`src/rtl/warp_sched_pkg.sv`:
```
package warp_sched_pkg;
   localparam int MAX_WARPS = 32;
   localparam int WID_W     = 5;
   typedef logic [WID_W-1:0] wid_t;
endpackage

```
`src/rtl/warp_wait_track.sv`:
```
module warp_wait_track #(
   parameter int NUM_WARPS = 8
) (
   input  logic                 clk,
   input  logic                 rst_n,
   input  logic [NUM_WARPS-1:0] resident_i,
   input  logic [NUM_WARPS-1:0] long_mark_i,
   input  logic [NUM_WARPS-1:0] long_done_i,
   output logic [NUM_WARPS-1:0] eligible_o
);
   logic [NUM_WARPS-1:0] stall_q;

   for (genvar w = 0; w < NUM_WARPS; w++) begin : g_slot
      logic stall_d;
      always_comb begin
         stall_d = resident_i[w] & ((stall_q[w] & ~long_done_i[w]) | long_mark_i[w]);
      end

      always_ff @(posedge clk) begin
         if (!rst_n) stall_q[w] <= 1'b0;
         else        stall_q[w] <= stall_d;
      end

      assign eligible_o[w] = resident_i[w] & (~stall_q[w] | long_done_i[w]);


      mark_sets_stall_chk: assert property (@(posedge clk) disable iff (!rst_n)
         (long_mark_i[w] && resident_i[w]) |=> stall_q[w]);

      done_clears_stall_chk: assert property (@(posedge clk) disable iff (!rst_n)
         (long_done_i[w] && !long_mark_i[w]) |=> !stall_q[w]);

      retired_clears_stall_chk: assert property (@(posedge clk) disable iff (!rst_n)
         !resident_i[w] |=> !stall_q[w]);
   end
endmodule

```
`src/rtl/warp_pick_arb.sv`:
```
module warp_pick_arb
   import warp_sched_pkg::*;
#(
   parameter int NUM_WARPS   = 8,
   parameter bit ROUND_ROBIN = 1'b1
) (
   input  logic                 clk,
   input  logic                 rst_n,
   input  logic [NUM_WARPS-1:0] eligible_i,
   output logic                 pick_valid_o,
   output wid_t                 pick_wid_o
);
   localparam int LAST = NUM_WARPS - 1;

   logic found;
   wid_t sel;

   if (ROUND_ROBIN) begin : g_rr
      wid_t last_q;

      always_comb begin
         found = 1'b0;
         sel   = '0;
         for (int i = 0; i < NUM_WARPS; i++) begin
            int k;
            k = int'(last_q) + 1 + i;
            if (k >= NUM_WARPS) k = k - NUM_WARPS;
            if (k >= NUM_WARPS) k = k - NUM_WARPS;
            if (!found && eligible_i[k]) begin
               found = 1'b1;
               sel   = wid_t'(k);
            end
         end
      end

      always_ff @(posedge clk) begin
         if (!rst_n)     last_q <= wid_t'(LAST);
         else if (found) last_q <= sel;
      end


      ptr_hold_chk: assert property (@(posedge clk) disable iff (!rst_n)
         !pick_valid_o |=> $stable(last_q));
   end else begin : g_fixed
      always_comb begin
         found = 1'b0;
         sel   = '0;
         for (int k = NUM_WARPS - 1; k >= 0; k--) begin
            if (eligible_i[k]) begin
               found = 1'b1;
               sel   = wid_t'(k);
            end
         end
      end
   end

   assign pick_valid_o = found;
   assign pick_wid_o   = sel;


   idle_wid_zero_chk: assert property (@(posedge clk) disable iff (!rst_n)
      !pick_valid_o |-> (pick_wid_o == '0));

   wid_in_range_chk: assert property (@(posedge clk) disable iff (!rst_n)
      pick_valid_o |-> (int'(pick_wid_o) < NUM_WARPS));
endmodule

```
`src/rtl/warp_issue_sched.sv`:
```
module warp_issue_sched
   import warp_sched_pkg::*;
#(
   parameter int NUM_WARPS   = 8,
   parameter bit ROUND_ROBIN = 1'b1
) (
   input  logic                 clk,
   input  logic                 rst_n,
   input  logic [NUM_WARPS-1:0] resident_i,
   input  logic [NUM_WARPS-1:0] long_mark_i,
   input  logic [NUM_WARPS-1:0] long_done_i,
   output logic                 issue_valid_o,
   output logic [WID_W-1:0]     issue_wid_o
);
   // elaboration-time bound on the slot count
   if (NUM_WARPS < 2 || NUM_WARPS > MAX_WARPS) begin : g_bad_count
      $error("warp_issue_sched: NUM_WARPS must be within 2..32");
   end

   logic [NUM_WARPS-1:0] eligible;

   warp_wait_track #(.NUM_WARPS(NUM_WARPS)) i_track (
      .clk         (clk),
      .rst_n       (rst_n),
      .resident_i  (resident_i),
      .long_mark_i (long_mark_i),
      .long_done_i (long_done_i),
      .eligible_o  (eligible)
   );

   warp_pick_arb #(.NUM_WARPS(NUM_WARPS), .ROUND_ROBIN(ROUND_ROBIN)) i_arb (
      .clk          (clk),
      .rst_n        (rst_n),
      .eligible_i   (eligible),
      .pick_valid_o (issue_valid_o),
      .pick_wid_o   (issue_wid_o)
   );


   issue_resident_chk: assert property (@(posedge clk) disable iff (!rst_n)
      issue_valid_o |-> resident_i[issue_wid_o]);

   issue_not_stalled_chk: assert property (@(posedge clk) disable iff (!rst_n)
      issue_valid_o |-> eligible[issue_wid_o]);
endmodule

```
`config.mk`:
```
export PLATFORM = sky130hd
export DESIGN_NAME = warp_issue_sched
export DESIGN_NICKNAME = d
export VERILOG_FILES = /design/src/rtl/warp_sched_pkg.sv /design/src/rtl/warp_wait_track.sv /design/src/rtl/warp_pick_arb.sv /design/src/rtl/warp_issue_sched.sv
export SDC_FILE = /design/constraint.sdc
export NUM_CORES = 1
export LEC_CHECK = 0
export ABC_AREA = 1
export BUFFER_PORTS_ARGS = -buffer_cell sky130_fd_sc_hd__buf_2
export CORE_MARGIN = 3
export CORE_UTILIZATION = 62
export CTS_CLUSTER_SIZE = 25
export DETAILED_ROUTE_END_ITERATION = 8
export HOLD_SLACK_MARGIN = 0.02
export PLACE_DENSITY = 0.85
export SYNTH_ARGS = -nofsm -noshare
export SYNTH_HDL_FRONTEND = slang
export SYNTH_SLANG_ARGS = --single-unit
```
`constraint.sdc`:
```
create_clock -name clk -period 5.4 [get_ports clk]
set_input_delay 1.08 -clock clk [delete_from_list [all_inputs] [get_ports clk]]
set_output_delay 1.08 -clock clk [all_outputs]
set_load 0.01 [all_outputs]
```
=== Word-level counts from Yosys, hierarchy flattened ===
Cells that the tools add are included.

* Register bits after elaboration: 13
* Word-level logic and storage cells: 183

* Add/subtract/negate cells: 24
* $lt $le $gt $ge: 24
* Multiplexer cells: 56
* Bitwise logic cells: 56
* Reduce and logical (&&, ||, !) cells: 14

{| class="wikitable"
|+ Operators by type and width
! cell !! count
|-
| two-way mux 32 bit || 16
|-
| greater-or-equal comparator 32 x 5 -> 1 bit (second input constant) || 15
|-
| subtractor 32 x 5 -> 32 bit (second input constant) || 15
|-
| less-than comparator 32 x 5 -> 1 bit (second input constant) || 8
|-
| adder 32 x 4 -> 32 bit (second input constant) || 4
|-
| adder 32 x 3 -> 32 bit (second input constant) || 2
|-
| two-way mux 5 bit || 8
|-
| adder 32 x 2 -> 32 bit (second input constant) || 1
|-
| AND 1 bit || 24
|-
| binary-select mux 1 bit (select 3 bit) || 8
|-
| two-way mux 1 bit || 24
|-
| inverter 1 bit || 16
|-
| bitwise OR 1 bit || 16
|-
| logical AND 1 bit || 7
|-
| logical NOT 1 bit || 7
|-
| subtractor 6 x 4 -> 7 bit (second input constant) || 1
|-
| adder 5 x 1 -> 6 bit (second input constant) || 1
|-
| greater-or-equal comparator 6 x 4 -> 1 bit (second input constant) || 1
|}

=== Depth between registers and ports, before layout ===
Gate-level depths: netlist of run 1.

* Word-level depth: 30
* Depth in mapped cells: 29
* Gate-level depth less buffers: 28

=== Cells and area by module ===
A second synthesis of run 1 with hierarchy kept.

* Cells, all modules: 539
* Area total of the unflattened synthesis: 3236.9 um^2

{| class="wikitable"
|+ By module, submodules not included
! module !! times used !! cells each !! area an instance (um^2)
|-
| warp_pick_arb || 1 || 482 || 2815.2
|-
| warp_wait_track || 1 || 57 || 421.7
|}

=== Worst setup path after synthesis of run 1 ===
No wires, ideal clock.

* Path type: flip-flop to output port
* From: reg i_arb.g_rr.last_q[0]
* To: out issue_wid_o[3]
* Data arrival time: 3.311 ns
* Required time: 4.320 ns
* Slack: 1.009 ns
* Cell stages (with the launch flop): 26
* Path buffers: 4
* Path through: dfxtp_1 buf_4 inv_2 buf_6 buf_6 ha_1 inv_1 buf_2 ha_1 nand2_1 nand3_1 nand3_1 o21ai_1 inv_1 nand3_2 inv_1 ha_1 inv_1 nor4_1 nand3_1 nand2_1 o21ai_1 nand2_2 xor2_1 nand2_1 nand2_1

* Word-level cells in the longest chain between the ends: 30
* Elaborated cells between the ends (all ways): 109

{| class="wikitable"
|+ RTL lines
! what !! RTL line !! source
|-
| start: declaration || warp_pick_arb.sv:19 || <nowiki>wid_t last_q;</nowiki>
|-
| start signal: assignment || warp_pick_arb.sv:37 || <nowiki>if (!rst_n) last_q <= wid_t'(LAST);</nowiki>
|-
| start signal: assignment || warp_pick_arb.sv:38 || <nowiki>else if (found) last_q <= sel;</nowiki>
|-
| adder 5 x 1 -> 6 bit (*) || warp_pick_arb.sv:26 || <nowiki>k = int'(last_q) + 1 + i;</nowiki>
|-
| branches (longest 28 deep; another with adder 32 x 2 -> 32 bit) || - ||
|-
| two-way mux 5 bit (*) || warp_pick_arb.sv:29 || <nowiki>if (!found && eligible_i[k]) begin</nowiki>
|-
| end: declaration || warp_issue_sched.sv:13 || <nowiki>output logic [WID_W-1:0] issue_wid_o</nowiki>
|}

Every way passes the cells marked *. The select of a mux whose other input is x is not followed.

=== Final worst setup path of run 1 ===
* From: reg i_arb.g_rr.last_q[0]
* To: out issue_wid_o[4]

The elaborated chain is that of the path after synthesis.

==> results of run 1 <==
## final cells by class
type	count	area share, %
clock buffers	3	1.153
clock inverters	1	0.1397
inverters	96	10.13
multi-input cells	453	73.63
flip-flops and latches	13	7.335
well taps	70	2.445
repair buffers	35	5.169
## sequential cells by signal, summed over array words and instances, names as in the netlist
| register | flops |
|---|---|
| i_arb.g_rr.last_q | 5 |
| i_track.stall_q | 8 |
## cells in the mapped netlist, types with 2 or more instances
library cell and number:
nor3_1 8, nor3_2 2, nor2_2 6, dfxtp_1 13
nand3_2 11, nand3b_1 5, nand4_4 2, or2_0 2
nor2_4 4, nand2_2 21, buf_2 3, buf_6 4
inv_1 86, o21ai_0 8, o21ai_1 10, xor2_2 3
nand3_1 75, nor2_1 36, o21ai_2 2, a21oi_1 22
ha_1 35, nand2_1 157, nand4_1 14, nand2_4 8
o211ai_1 2, inv_2 8, xor2_1 2
## stage by stage
stage | setup WS, ns | std cells | hold slack (ns)
after floorplan | 1.009 | 571 | 0.4617
after global placement | 0.5065 | 667 | 0.4763
after detailed placement | 0.4504 | 667 | 0.4898
after CTS | 0.1608 | 671 | 0.4994
after global routing | 0.02991 | 671 | 0.5227
final | 0.3955 | 671 | 0.5085
## tightest hold or removal path, cell delays in order, from the launching register on
cell and delay, ns:
dfxtp_1 0.30, nand2_1 0.10, a21oi_1 0.07
## layer usage
metal / vias up / global-route usage [%]
met2: 163 / 50.00
met5: - / 0
met1: 1659 / 38.63
met4: 0 / 13.23
met3: 36 / 4.989
li1: 1891 / -
## what timing repair did
item                       in CTS  in global routing
hold buffers                    0                  0
gates resized for setup         0                  4
hold endpoints to repair        0                  0
setup endpoints to repair       0                  2
## logic make-up after synthesis
| logic type | after synthesis | synth area share, % |
|---|---|---|
| adders and majority gates | 35 | 13.14 |
| other | 1 | 0.1125 |
| AOI/OAI and AO/OA | 53 | 9.276 |
| buffers and inverters | 105 | 13.52 |
| and+or+nand+nor | 355 | 53.66 |
| xor gates and xnor gates | 6 | 2.479 |
| DFF | 13 | 7.811 |
## how the worst max path moves through the flow
stage,start,end,cells after the start
after floorplan,i_arb.g_rr.last_q[0],issue_wid_o[3],25
after global placement,i_arb.g_rr.last_q[1],issue_wid_o[3],24
after detailed placement,i_arb.g_rr.last_q[1],issue_wid_o[3],24
after CTS,i_arb.g_rr.last_q[1],issue_wid_o[3],24
after global routing,i_arb.g_rr.last_q[0],issue_wid_o[4],26
final,i_arb.g_rr.last_q[0],issue_wid_o[4],26
==> impl_metrics.prom, run 1 <==
# TYPE chip_impl_metric gauge
chip_impl_metric{name="ys_seq_area_share",unit="%"} 7.811
chip_impl_metric{name="htree_num_levels",unit=""} 1
chip_impl_info{name="critical_path_class",value="flip-flop to output port"} 1
chip_impl_metric{name="grt_util_all_layers",unit="%"} 30.31
chip_impl_metric{name="clk_transition_reported_paths",unit="ns"} 0.06
chip_impl_metric{name="required",unit="ns"} 4.32
chip_impl_metric{name="critical-path-max-stage-delay",unit="ns"} 0.42
chip_impl_info{name="synth_flop_cell",value="dfxtp_1"} 1
chip_impl_metric{name="drt_pass_1_iters",unit=""} 5
chip_impl_info{name="grt_setup_unrepaired",value="false"} 1
chip_impl_metric{name="utilization",unit="%"} 69.69
chip_impl_metric{name="grt_start_max_net_pins",unit=""} 22
chip_impl_metric{name="worst_skew_late_latency",unit="ns"} 0.25
chip_impl_metric{name="postRouteWirelength",unit="um"} 9343
chip_impl_metric{name="timing.reg2reg.setup_slack",unit="ns"} 1.65
chip_impl_info{name="most_frequent_cell_on_the_critical_path",value="nand2_1"} 1
chip_impl_metric{name="floorplan.rows",unit=""} 26
chip_impl_metric{name="num-nets-final",unit=""} 663
chip_impl_info{name="min_delay_worst_endpoint",value="i_track.stall_q[1]"} 1
chip_impl_info{name="mostFrequentLayoutCells",value="nand2_1, inv_1, nand3_1"} 1
chip_impl_metric{name="finalHoldViolations",unit=""} 0
chip_impl_info{name="holdCritPathClass",value="flip-flop to flip-flop"} 1
chip_impl_metric{name="wl_met3",unit="um"} 762
chip_impl_metric{name="clock.fmax",unit="MHz"} 199.8
chip_impl_info{name="worst_hold_startpoint",value="i_track.stall_q[1]"} 1
chip_impl_info{name="run_status",value="finished, final reports clean"} 1
chip_impl_metric{name="place.gp.congestion",unit=""} 1.012
chip_impl_metric{name="timing_max_transition_violations_final",unit=""} 0
chip_impl_metric{name="critPathArrivalTime",unit="ns"} 3.92
chip_impl_metric{name="synth_edf_count",unit=""} 0
chip_impl_metric{name="numCtsBuffers",unit=""} 3
chip_impl_metric{name="drt_drc_violations_left",unit=""} 0
chip_impl_metric{name="die_height",unit="um"} 79.31
chip_impl_metric{name="share_of_synthesized_registers_carrying_an_async_set_or_reset",unit="%"} 0
chip_impl_metric{name="dpl-instance-area",unit="um2"} 3528
chip_impl_info{name="mostFrequentLayoutCell",value="nand2_1"} 1
chip_impl_metric{name="antenna_found_initial",unit=""} 0
chip_impl_metric{name="finalCriticalPeriod",unit="ns"} 5.005
chip_impl_info{name="dr.max_layer_used",value="met4"} 1
chip_impl_metric{name="routed-wl-met2",unit="um"} 4204
chip_impl_metric{name="fillCellCount",unit=""} 479
chip_impl_info{name="tritoncts",value="yes"} 1
chip_impl_info{name="endpoint_kind",value="output port"} 1
chip_impl_metric{name="critical_path.n_buffers_inverters",unit=""} 6
chip_impl_metric{name="floorplan.die.width",unit="um"} 79.31
chip_impl_metric{name="detail_route.iter0.violations",unit=""} 381
chip_impl_metric{name="start_util",unit="%"} 64.82
chip_impl_metric{name="yosysUniqueCellTypes",unit=""} 46
chip_impl_metric{name="drive_gt1_share",unit="%"} 19.47
chip_impl_metric{name="cts.sinks",unit=""} 13
chip_impl_metric{name="worstHoldPathCells",unit=""} 2
chip_impl_metric{name="yosys_warnings",unit=""} 0
chip_impl_metric{name="grt_pass1_vias",unit=""} 3407
chip_impl_metric{name="ioPinCount",unit=""} 32
chip_impl_metric{name="syn-instance-count",unit=""} 568
chip_impl_metric{name="globalRoute.totalOverflow",unit=""} 0
chip_impl_metric{name="multi_input_area",unit="um2"} 2638
chip_impl_metric{name="max_cap_viol_count",unit=""} 0
chip_impl_metric{name="antennaDiodeCount",unit=""} 0
chip_impl_metric{name="detail_route.wl_per_cell",unit="um"} 13.92
chip_impl_metric{name="syn2layout_area_growth",unit="%"} 7.510
chip_impl_metric{name="route.layer.met1.wl",unit="um"} 4003
chip_impl_metric{name="ff2ff_path_depth",unit=""} 27
chip_impl_metric{name="core",unit="um2"} 5140
chip_impl_metric{name="design_area",unit="um2"} 3582
chip_impl_info{name="synthTopCellsByArea",value="nand2_1, ha_1, nand3_1, inv_1, dfxtp_1"} 1
chip_impl_metric{name="finClkSkew",unit="ns"} 0.004818
chip_impl_metric{name="clock_tree.buffer_depth",unit=""} 2
chip_impl_metric{name="route.vias.total",unit=""} 3749
chip_impl_metric{name="drt.antenna.violating_nets",unit=""} 0
chip_impl_info{name="critical_path.reg2reg.endpoint",value="i_arb.g_rr.last_q[4]"} 1
chip_impl_info{name="crit_slowest_cell",value="dfxtp_2"} 1
chip_impl_info{name="yosys.area.top_type",value="nand2_1"} 1
chip_impl_metric{name="floorplan.die_area",unit="um2"} 6290
chip_impl_metric{name="number_of_buffer_cells_added_on_primary_ports",unit=""} 31
chip_impl_info{name="crit-reg2reg-launch",value="i_arb.g_rr.last_q[0]"} 1
chip_impl_metric{name="netlist.area_leader.share",unit="%"} 17.69
chip_impl_metric{name="synth_seq_cells",unit=""} 13
chip_impl_metric{name="crit_fanout",unit=""} 19
chip_impl_metric{name="detailedPlacementHpwl",unit="um"} 7488
chip_impl_metric{name="ff_latch_area",unit="um2"} 262.8
chip_impl_metric{name="syn-mean-instance-area",unit="um2"} 5.866
chip_impl_info{name="crit_path_start_kind",value="flip-flop"} 1
chip_impl_metric{name="finalSetupViolCount",unit=""} 0
chip_impl_metric{name="setup_total_negative_slack",unit="ns"} 0
chip_impl_metric{name="synthesis.area",unit="um2"} 3332
chip_impl_info{name="clock-root-buffer",value="clkbuf_8"} 1
chip_impl_metric{name="first_pass_grt_wire_length",unit="um"} 15300
chip_impl_metric{name="final_period_util",unit="%"} 92.68
chip_impl_metric{name="post_cts_setup_bufs",unit=""} 0
chip_impl_info{name="worst_path_dominant_cell_family",value="simple AND/OR/NAND/NOR gates"} 1
chip_impl_metric{name="drt-vias-per-instance",unit=""} 5.587
Power of run 1 is not shown: default switching activity piles up to over one toggle a cycle in this logic, so the estimate is an artifact.
==> run 2, diff against run 1 <==
- BUFFER_PORTS_ARGS: -buffer_cell sky130_fd_sc_hd__buf_2 -> unset
- CORE_UTILIZATION: 62 -> 28
- DONT_BUFFER_PORTS: unset -> 1
- PLACE_DENSITY: 0.85 -> 0.43
==> impl_metrics.prom, run 2 (synthesis gave the netlist of run 1 again) <==
# TYPE chip_impl_metric gauge
chip_impl_info{name="run_status",value="finished, final reports clean"} 1
chip_impl_metric{name="fillCellCount",unit=""} 1271
chip_impl_metric{name="crit_cells",unit=""} 22
chip_impl_metric{name="worst_skew_late_latency",unit="ns"} 0.24
chip_impl_metric{name="detailedPlacementHpwl",unit="um"} 8458
chip_impl_metric{name="globalRoute.totalOverflow",unit=""} 0
chip_impl_metric{name="required",unit="ns"} 4.32
chip_impl_info{name="crit_slowest_cell",value="dfxtp_1"} 1
chip_impl_metric{name="cts_hold_repair.buffers",unit=""} 0
chip_impl_metric{name="start_util",unit="%"} 28.93
chip_impl_metric{name="syn2layout_area_growth",unit="%"} 7.398
chip_impl_info{name="worst_path_dominant_cell_family",value="simple AND/OR/NAND/NOR gates"} 1
chip_impl_metric{name="grt_start_max_net_pins",unit=""} 22
chip_impl_metric{name="floorplan.die.width",unit="um"} 115.1
chip_impl_metric{name="clock_tree.buffer_depth",unit=""} 2
chip_impl_metric{name="finalHoldViolations",unit=""} 0
chip_impl_info{name="mostFrequentLayoutCells",value="nand2_1, inv_1, nand3_1"} 1
chip_impl_metric{name="finClkSkew",unit="ns"} 0.005208
chip_impl_metric{name="ff_latch_area",unit="um2"} 261.5
chip_impl_metric{name="detail_route.wl_per_cell",unit="um"} 13.99
chip_impl_metric{name="place.gp.congestion",unit=""} 0.8430
chip_impl_metric{name="route.vias.total",unit=""} 3495
chip_impl_metric{name="num-nets-final",unit=""} 634
chip_impl_info{name="tritoncts",value="yes"} 1
chip_impl_metric{name="critical-path-max-stage-delay",unit="ns"} 0.52
chip_impl_metric{name="clock.fmax",unit="MHz"} 201.7
chip_impl_metric{name="drive_gt1_share",unit="%"} 15.21
chip_impl_info{name="most_frequent_cell_on_the_critical_path",value="nand2_1"} 1
chip_impl_metric{name="setup_total_negative_slack",unit="ns"} 0
chip_impl_info{name="crit_path_start_kind",value="flip-flop"} 1
chip_impl_metric{name="postRouteWirelength",unit="um"} 10000
chip_impl_metric{name="ff2ff_path_depth",unit=""} 24
chip_impl_metric{name="antenna_found_initial",unit=""} 0
chip_impl_metric{name="final_period_util",unit="%"} 91.81
chip_impl_metric{name="core",unit="um2"} 11520
chip_impl_metric{name="numCtsBuffers",unit=""} 3
chip_impl_metric{name="max_cap_viol_count",unit=""} 0
chip_impl_info{name="clock-root-buffer",value="clkbuf_16"} 1
chip_impl_metric{name="critical_path.n_buffers_inverters",unit=""} 4
chip_impl_metric{name="multi_input_area",unit="um2"} 2648
chip_impl_info{name="endpoint_kind",value="output port"} 1
chip_impl_info{name="holdCritPathClass",value="flip-flop to flip-flop"} 1
chip_impl_metric{name="crit_fanout",unit=""} 14
chip_impl_metric{name="drt_drc_violations_left",unit=""} 0
chip_impl_metric{name="finalCriticalPeriod",unit="ns"} 4.958
chip_impl_metric{name="htree_num_levels",unit=""} 1
chip_impl_metric{name="drt.antenna.violating_nets",unit=""} 0
chip_impl_metric{name="cts.sinks",unit=""} 13
chip_impl_info{name="crit_path_cell_trace",value="inv_1, ha_1, buf_4, clkinvlp_4, nand3_1, nand2_1, nand2_1, nand2_1, ha_1, inv_1, nand2_1, ha_1, nand3_1, nor2_1, a21oi_1, nand4_1, nand2_1, nand2_1, nand2_1, nand4_1, nor2_2, nand2_1"} 1
chip_impl_metric{name="antennaDiodeCount",unit=""} 0
chip_impl_info{name="grt_setup_unrepaired",value="false"} 1
chip_impl_metric{name="post_cts_setup_bufs",unit=""} 0
chip_impl_metric{name="die_height",unit="um"} 115.1
chip_impl_metric{name="largest_reg_flops",unit=""} 8
chip_impl_metric{name="grt_pass1_vias",unit=""} 3219
chip_impl_metric{name="floorplan.die_area",unit="um2"} 13240
chip_impl_metric{name="floorplan.rows",unit=""} 39
chip_impl_info{name="mostFrequentLayoutCell",value="nand2_1"} 1
chip_impl_metric{name="number_of_buffer_cells_added_on_primary_ports",unit=""} 0
chip_impl_metric{name="detail_route.iter0.violations",unit=""} 193
chip_impl_metric{name="grt_util_all_layers",unit="%"} 15.11
chip_impl_metric{name="critPathArrivalTime",unit="ns"} 3.88
chip_impl_metric{name="worstHoldPathCells",unit=""} 2
chip_impl_info{name="reg_top3",value="i_track.stall_q: 8 flops, i_arb.g_rr.last_q: 5 flops"} 1
chip_impl_metric{name="first_pass_grt_wire_length",unit="um"} 16160
chip_impl_metric{name="drt_pass_1_iters",unit=""} 5
chip_impl_metric{name="finalSetupViolCount",unit=""} 0
chip_impl_metric{name="drt-vias-per-instance",unit=""} 4.888
chip_impl_info{name="max_flop_register",value="i_track.stall_q"} 1
chip_impl_metric{name="ioPinCount",unit=""} 32
chip_impl_metric{name="clk_transition_reported_paths",unit="ns"} 0.04
chip_impl_info{name="critical_path_class",value="flip-flop to output port"} 1
chip_impl_metric{name="timing_max_transition_violations_final",unit=""} 0
run 2: stage by stage:
stage | cells | setup WS [ns] | util, % | hold slack [ns] | instance area (um2)
global route | 715 | 0.00007372 | 31.07 | 0.5422 | 3578
finish | 715 | 0.4424 | 31.07 | 0.5194 | 3578
detailed placement | 711 | 0.4151 | 30.22 | 0.5177 | 3480
floorplan | 571 | 1.009 | - | 0.4617 | 3343
global placement | 711 | 0.4305 | 30.22 | 0.4897 | 3480
CTS | 715 | 0.1459 | 30.90 | 0.5258 | 3558
run 2: final cells by class:
cell class,count,share of cell area [%]
Multi-Input combinational cell,453,73.99
Inverter,96,10.24
Sequential cell,13,7.308
Tap cell,143,5.000
Clock buffer,4,2.203
Timing Repair Buffer,6,1.259
run 2: repair_timing:
action / in CTS / in global routing
hold endpoints to repair: 0 / 0
setup endpoints to repair: 0 / 2
resized for setup: 0 / 5
run 2: worst register-to-register path, stage by stage, from the launching register on:
cell,delay (ns)
dfxtp_1,0.52
inv_1,0.08
ha_1,0.41
buf_4,0.21
clkinvlp_4,0.27
nand3_1,0.21
nand2_1,0.06
nand2_1,0.05
nand2_1,0.12
ha_1,0.31
inv_1,0.07
nand2_1,0.07
ha_1,0.19
nand3_1,0.08
nor2_1,0.05
a21oi_1,0.13
nand4_1,0.13
nand2_1,0.08
nand2_1,0.05
nand2_1,0.08
nand4_1,0.18
nor2_2,0.17
nand3_1,0.10
nand2_1,0.07
inv_1,0.03
run 2: routing by layer:
layer | global-route usage [%] | wire [um] | up-vias
met2 | 25.35 | 4562 | 64
met5 | 0 | 0 | -
met4 | 1.017 | 37 | 0
met1 | 21.80 | 5110 | 1594
met3 | 1.632 | 291 | 4
li1 | - | - | 1833
run 2: final timing paths:
kind                        startpoint                   end  slack [ns]
hold / removal      i_track.stall_q[1]    i_track.stall_q[1]        0.52
setup / recovery  i_arb.g_rr.last_q[1]        issue_wid_o[3]        0.44
setup reg to reg  i_arb.g_rr.last_q[1]  i_arb.g_rr.last_q[3]        1.57
hold reg to reg     i_track.stall_q[1]    i_track.stall_q[1]        0.52
Power of run 2 is left out for the same reason.
==> run 3, diff against run 2 <==
- ABC_AREA: 1 -> unset
- CORE_UTILIZATION: 28 -> 43
- PLACE_DENSITY: 0.43 -> 0.6
==> impl_metrics.prom, run 3 <==
# TYPE chip_impl_metric gauge
chip_impl_metric{name="finalHoldViolations",unit=""} 0
chip_impl_metric{name="required",unit="ns"} 4.32
chip_impl_info{name="max_flop_register",value="i_track.stall_q"} 1
chip_impl_metric{name="ioPinCount",unit=""} 32
chip_impl_info{name="crit_path_cell_trace",value="inv_1, ha_2, inv_1, ha_2, a21oi_4, xnor2_4, inv_2, ha_1, or2_2, ha_1, and4_1, or4_1, o221a_1, xnor2_1, nor2b_1, a31oi_1, buf_4"} 1
chip_impl_info{name="critical_path_class",value="flip-flop to output port"} 1
chip_impl_metric{name="cts.sinks",unit=""} 13
chip_impl_metric{name="route.vias.total",unit=""} 4046
chip_impl_metric{name="grt_pass1_vias",unit=""} 3888
chip_impl_metric{name="met3_routing_resource_usage_after_global_routing",unit="%"} 2.525
chip_impl_metric{name="floorplan.die_area",unit="um2"} 9843
chip_impl_info{name="yosys.area.top_type",value="ha_1"} 1
chip_impl_metric{name="globalRoute.totalOverflow",unit=""} 0
chip_impl_metric{name="netlist.area_leader.share",unit="%"} 11.72
chip_impl_metric{name="syn-instance-count",unit=""} 512
chip_impl_metric{name="yosys_warnings",unit=""} 0
chip_impl_metric{name="grtUsageMet2",unit="%"} 40.44
chip_impl_metric{name="die_height",unit="um"} 99.21
chip_impl_info{name="holdCritPathClass",value="flip-flop to flip-flop"} 1
chip_impl_info{name="mostFrequentLayoutCell",value="nand2_1"} 1
chip_impl_metric{name="floorplan.rows",unit=""} 33
chip_impl_metric{name="detail_route.iter0.violations",unit=""} 295
chip_impl_metric{name="finalSetupViolCount",unit=""} 0
chip_impl_metric{name="place.gp.congestion",unit=""} 0.9592
chip_impl_info{name="post-synth-top-count-cell",value="nand2_1"} 1
chip_impl_metric{name="critPathArrivalTime",unit="ns"} 4.15
chip_impl_metric{name="finalCriticalPeriod",unit="ns"} 5.234
chip_impl_metric{name="clk_transition_reported_paths",unit="ns"} 0.05
chip_impl_metric{name="grt_use_met1",unit="%"} 30.20
chip_impl_metric{name="ys_seq_area_share",unit="%"} 6.966
chip_impl_metric{name="drt.antenna.violating_nets",unit=""} 0
chip_impl_metric{name="htree_num_levels",unit=""} 1
chip_impl_metric{name="drt_pass_1_iters",unit=""} 5
chip_impl_metric{name="detailedPlacementHpwl",unit="um"} 9241
chip_impl_info{name="synth_flop_cell",value="dfxtp_1"} 1
chip_impl_info{name="tritoncts",value="yes"} 1
chip_impl_metric{name="layout.cells.non_filler",unit=""} 636
chip_impl_metric{name="start_util",unit="%"} 44.79
chip_impl_metric{name="yosysUniqueCellTypes",unit=""} 94
chip_impl_info{name="crit_slowest_cell",value="or4_1"} 1
chip_impl_info{name="worst_path_dominant_cell_family",value="simple AND/OR/NAND/NOR gates"} 1
chip_impl_info{name="grt-busiest-layer",value="met2"} 1
chip_impl_metric{name="dpl.cell_count",unit=""} 628
chip_impl_metric{name="synth_seq_cells",unit=""} 13
chip_impl_metric{name="core",unit="um2"} 8341
chip_impl_metric{name="timing.max_slew.rel_slack",unit="%"} 61.75
chip_impl_info{name="endpoint_kind",value="output port"} 1
chip_impl_metric{name="worst_skew_late_latency",unit="ns"} 0.24
chip_impl_info{name="clock-root-buffer",value="clkbuf_8"} 1
chip_impl_metric{name="drt_drc_violations_left",unit=""} 0
chip_impl_info{name="mostFrequentLayoutCells",value="nand2_1, a21oi_1, buf_4"} 1
chip_impl_metric{name="critical-path-max-stage-delay",unit="ns"} 0.48
chip_impl_metric{name="drive_gt1_share",unit="%"} 22.60
chip_impl_metric{name="grt_util_all_layers",unit="%"} 23.04
chip_impl_metric{name="first_pass_grt_wire_length",unit="um"} 18850
chip_impl_metric{name="grt_start_max_net_pins",unit=""} 25
chip_impl_metric{name="synth_edf_count",unit=""} 0
chip_impl_metric{name="synthesis.area",unit="um2"} 3736
chip_impl_metric{name="worst-slew-pin-transition",unit="ns"} 0.5696
chip_impl_metric{name="detail_route.wl_per_cell",unit="um"} 18.14
chip_impl_info{name="crit_path_start_kind",value="flip-flop"} 1
chip_impl_metric{name="postRouteWirelength",unit="um"} 11540
chip_impl_metric{name="finClkSkew",unit="ns"} 0.001225
chip_impl_metric{name="antennaDiodeCount",unit=""} 0
chip_impl_metric{name="number_of_buffer_cells_added_on_primary_ports",unit=""} 0
chip_impl_metric{name="antenna_found_initial",unit=""} 0
chip_impl_metric{name="syn2layout_area_growth",unit="%"} 13.70
chip_impl_metric{name="num-nets-final",unit=""} 593
chip_impl_metric{name="share_of_synthesized_registers_carrying_an_async_set_or_reset",unit="%"} 0
chip_impl_metric{name="numCtsBuffers",unit=""} 3
chip_impl_metric{name="largest_reg_flops",unit=""} 8
chip_impl_metric{name="drt-vias-per-instance",unit=""} 6.362
chip_impl_metric{name="final_period_util",unit="%"} 96.93
chip_impl_metric{name="syn-mean-instance-area",unit="um2"} 7.297
chip_impl_metric{name="cts_hold_repair.buffers",unit=""} 0
chip_impl_info{name="synth_commonest_cells",value="nand2_1, a21oi_1, ha_1"} 1
chip_impl_metric{name="crit_fanout",unit=""} 5
chip_impl_metric{name="floorplan.die.width",unit="um"} 99.21
chip_impl_metric{name="timing_max_transition_violations_final",unit=""} 0
chip_impl_metric{name="clock.fmax",unit="MHz"} 191.0
chip_impl_info{name="synthTopCellsByArea",value="ha_1, dfxtp_1, a21oi_1, nand2_1, nand2b_1"} 1
chip_impl_metric{name="critical_path.n_buffers_inverters",unit=""} 4
chip_impl_metric{name="clock_tree.buffer_depth",unit=""} 2
chip_impl_info{name="run_status",value="finished, final reports clean"} 1
chip_impl_metric{name="max_cap_viol_count",unit=""} 0
chip_impl_info{name="reg_top3",value="i_track.stall_q: 8 flops, i_arb.g_rr.last_q: 5 flops"} 1
-- run 3: cell count changes in the layout (fill, tap and decap cells not counted), sizes merged, moves of 11 or more --
cell,delta
nand2b,+20
nand4,-11
buf,+29
a21oi,+22
nand3,-69
and2,+11
inv,-64
nor2,-11
xnor2,+15
nand2,-140
-- run 3: per-stage QoR --
stage	TNS [ns]	utilization (%)	hold WS (ns)	setup WS, ns	instance area (um2)
floorplan	0	-	0.4992	0.1373	3747
global placement	0	47.91	0.5227	0.1815	3996
detailed placement	0	47.91	0.5264	0.1214	3996
CTS	0	49.22	0.5344	0.0003357	4105
global route	-0.02345	50.93	0.5668	-0.02345	4248
finish	0	50.93	0.5325	0.1656	4248
-- run 3: worst min-delay path: stages, from the launching register on --
cell,delay [ns]
dfxtp_1,0.29
nand2b_1,0.12
a21oi_1,0.08
-- run 3: final timing paths --
| kind | start | to | slack [ns] | cells after the start |
|---|---|---|---|---|
| max | i_arb.g_rr.last_q[1] | issue_wid_o[3] | 0.17 | 17 |
| min | i_track.stall_q[6] | i_track.stall_q[6] | 0.53 | 2 |
| min reg2reg | i_track.stall_q[6] | i_track.stall_q[6] | 0.53 | 2 |
| max reg2reg | i_arb.g_rr.last_q[1] | i_arb.g_rr.last_q[4] | 1.24 | 17 |
-- run 3: layout make-up --
cell class,count,area [um2]
Inverter,31,117.6
Timing Repair Buffer,35,266.5
Clock buffer,4,45.04
Sequential cell,13,267.8
Multi-Input combinational cell,448,3420
Tap cell,105,131.4
Fill cell,829,4093
-- run 3: kinds of logic (layout without fill, tap and decap cells) --
| logic type | Yosys count | after routing | synth area share [%] |
|---|---|---|---|
| other | 1 | 4 | 0.1004 |
| xor gates and xnor gates | 20 | 20 | 6.095 |
| and+or+nand+nor | 207 | 207 | 30.54 |
| buffers and inverters | 54 | 70 | 6.229 |
| DFF | 13 | 13 | 6.966 |
| AOI/OAI and AO/OA | 168 | 168 | 33.02 |
| adders and majority gates | 36 | 36 | 11.99 |
| muxes | 13 | 13 | 5.057 |
-- run 3: what timing repair did --
item,CTS,global route
gates resized for setup,9,35
endpoints found under the setup margin,2,2
setup buffers,3,1
pin swaps,2,7
-- run 3: metal layers --
layer / routed length [um] / up-vias
met5: 0 / -
met4: 253 / 0
met3: 640 / 22
met2: 5521 / 142
met1: 5122 / 1906
li1: - / 1976
Power of run 3 is left out for the same reason.
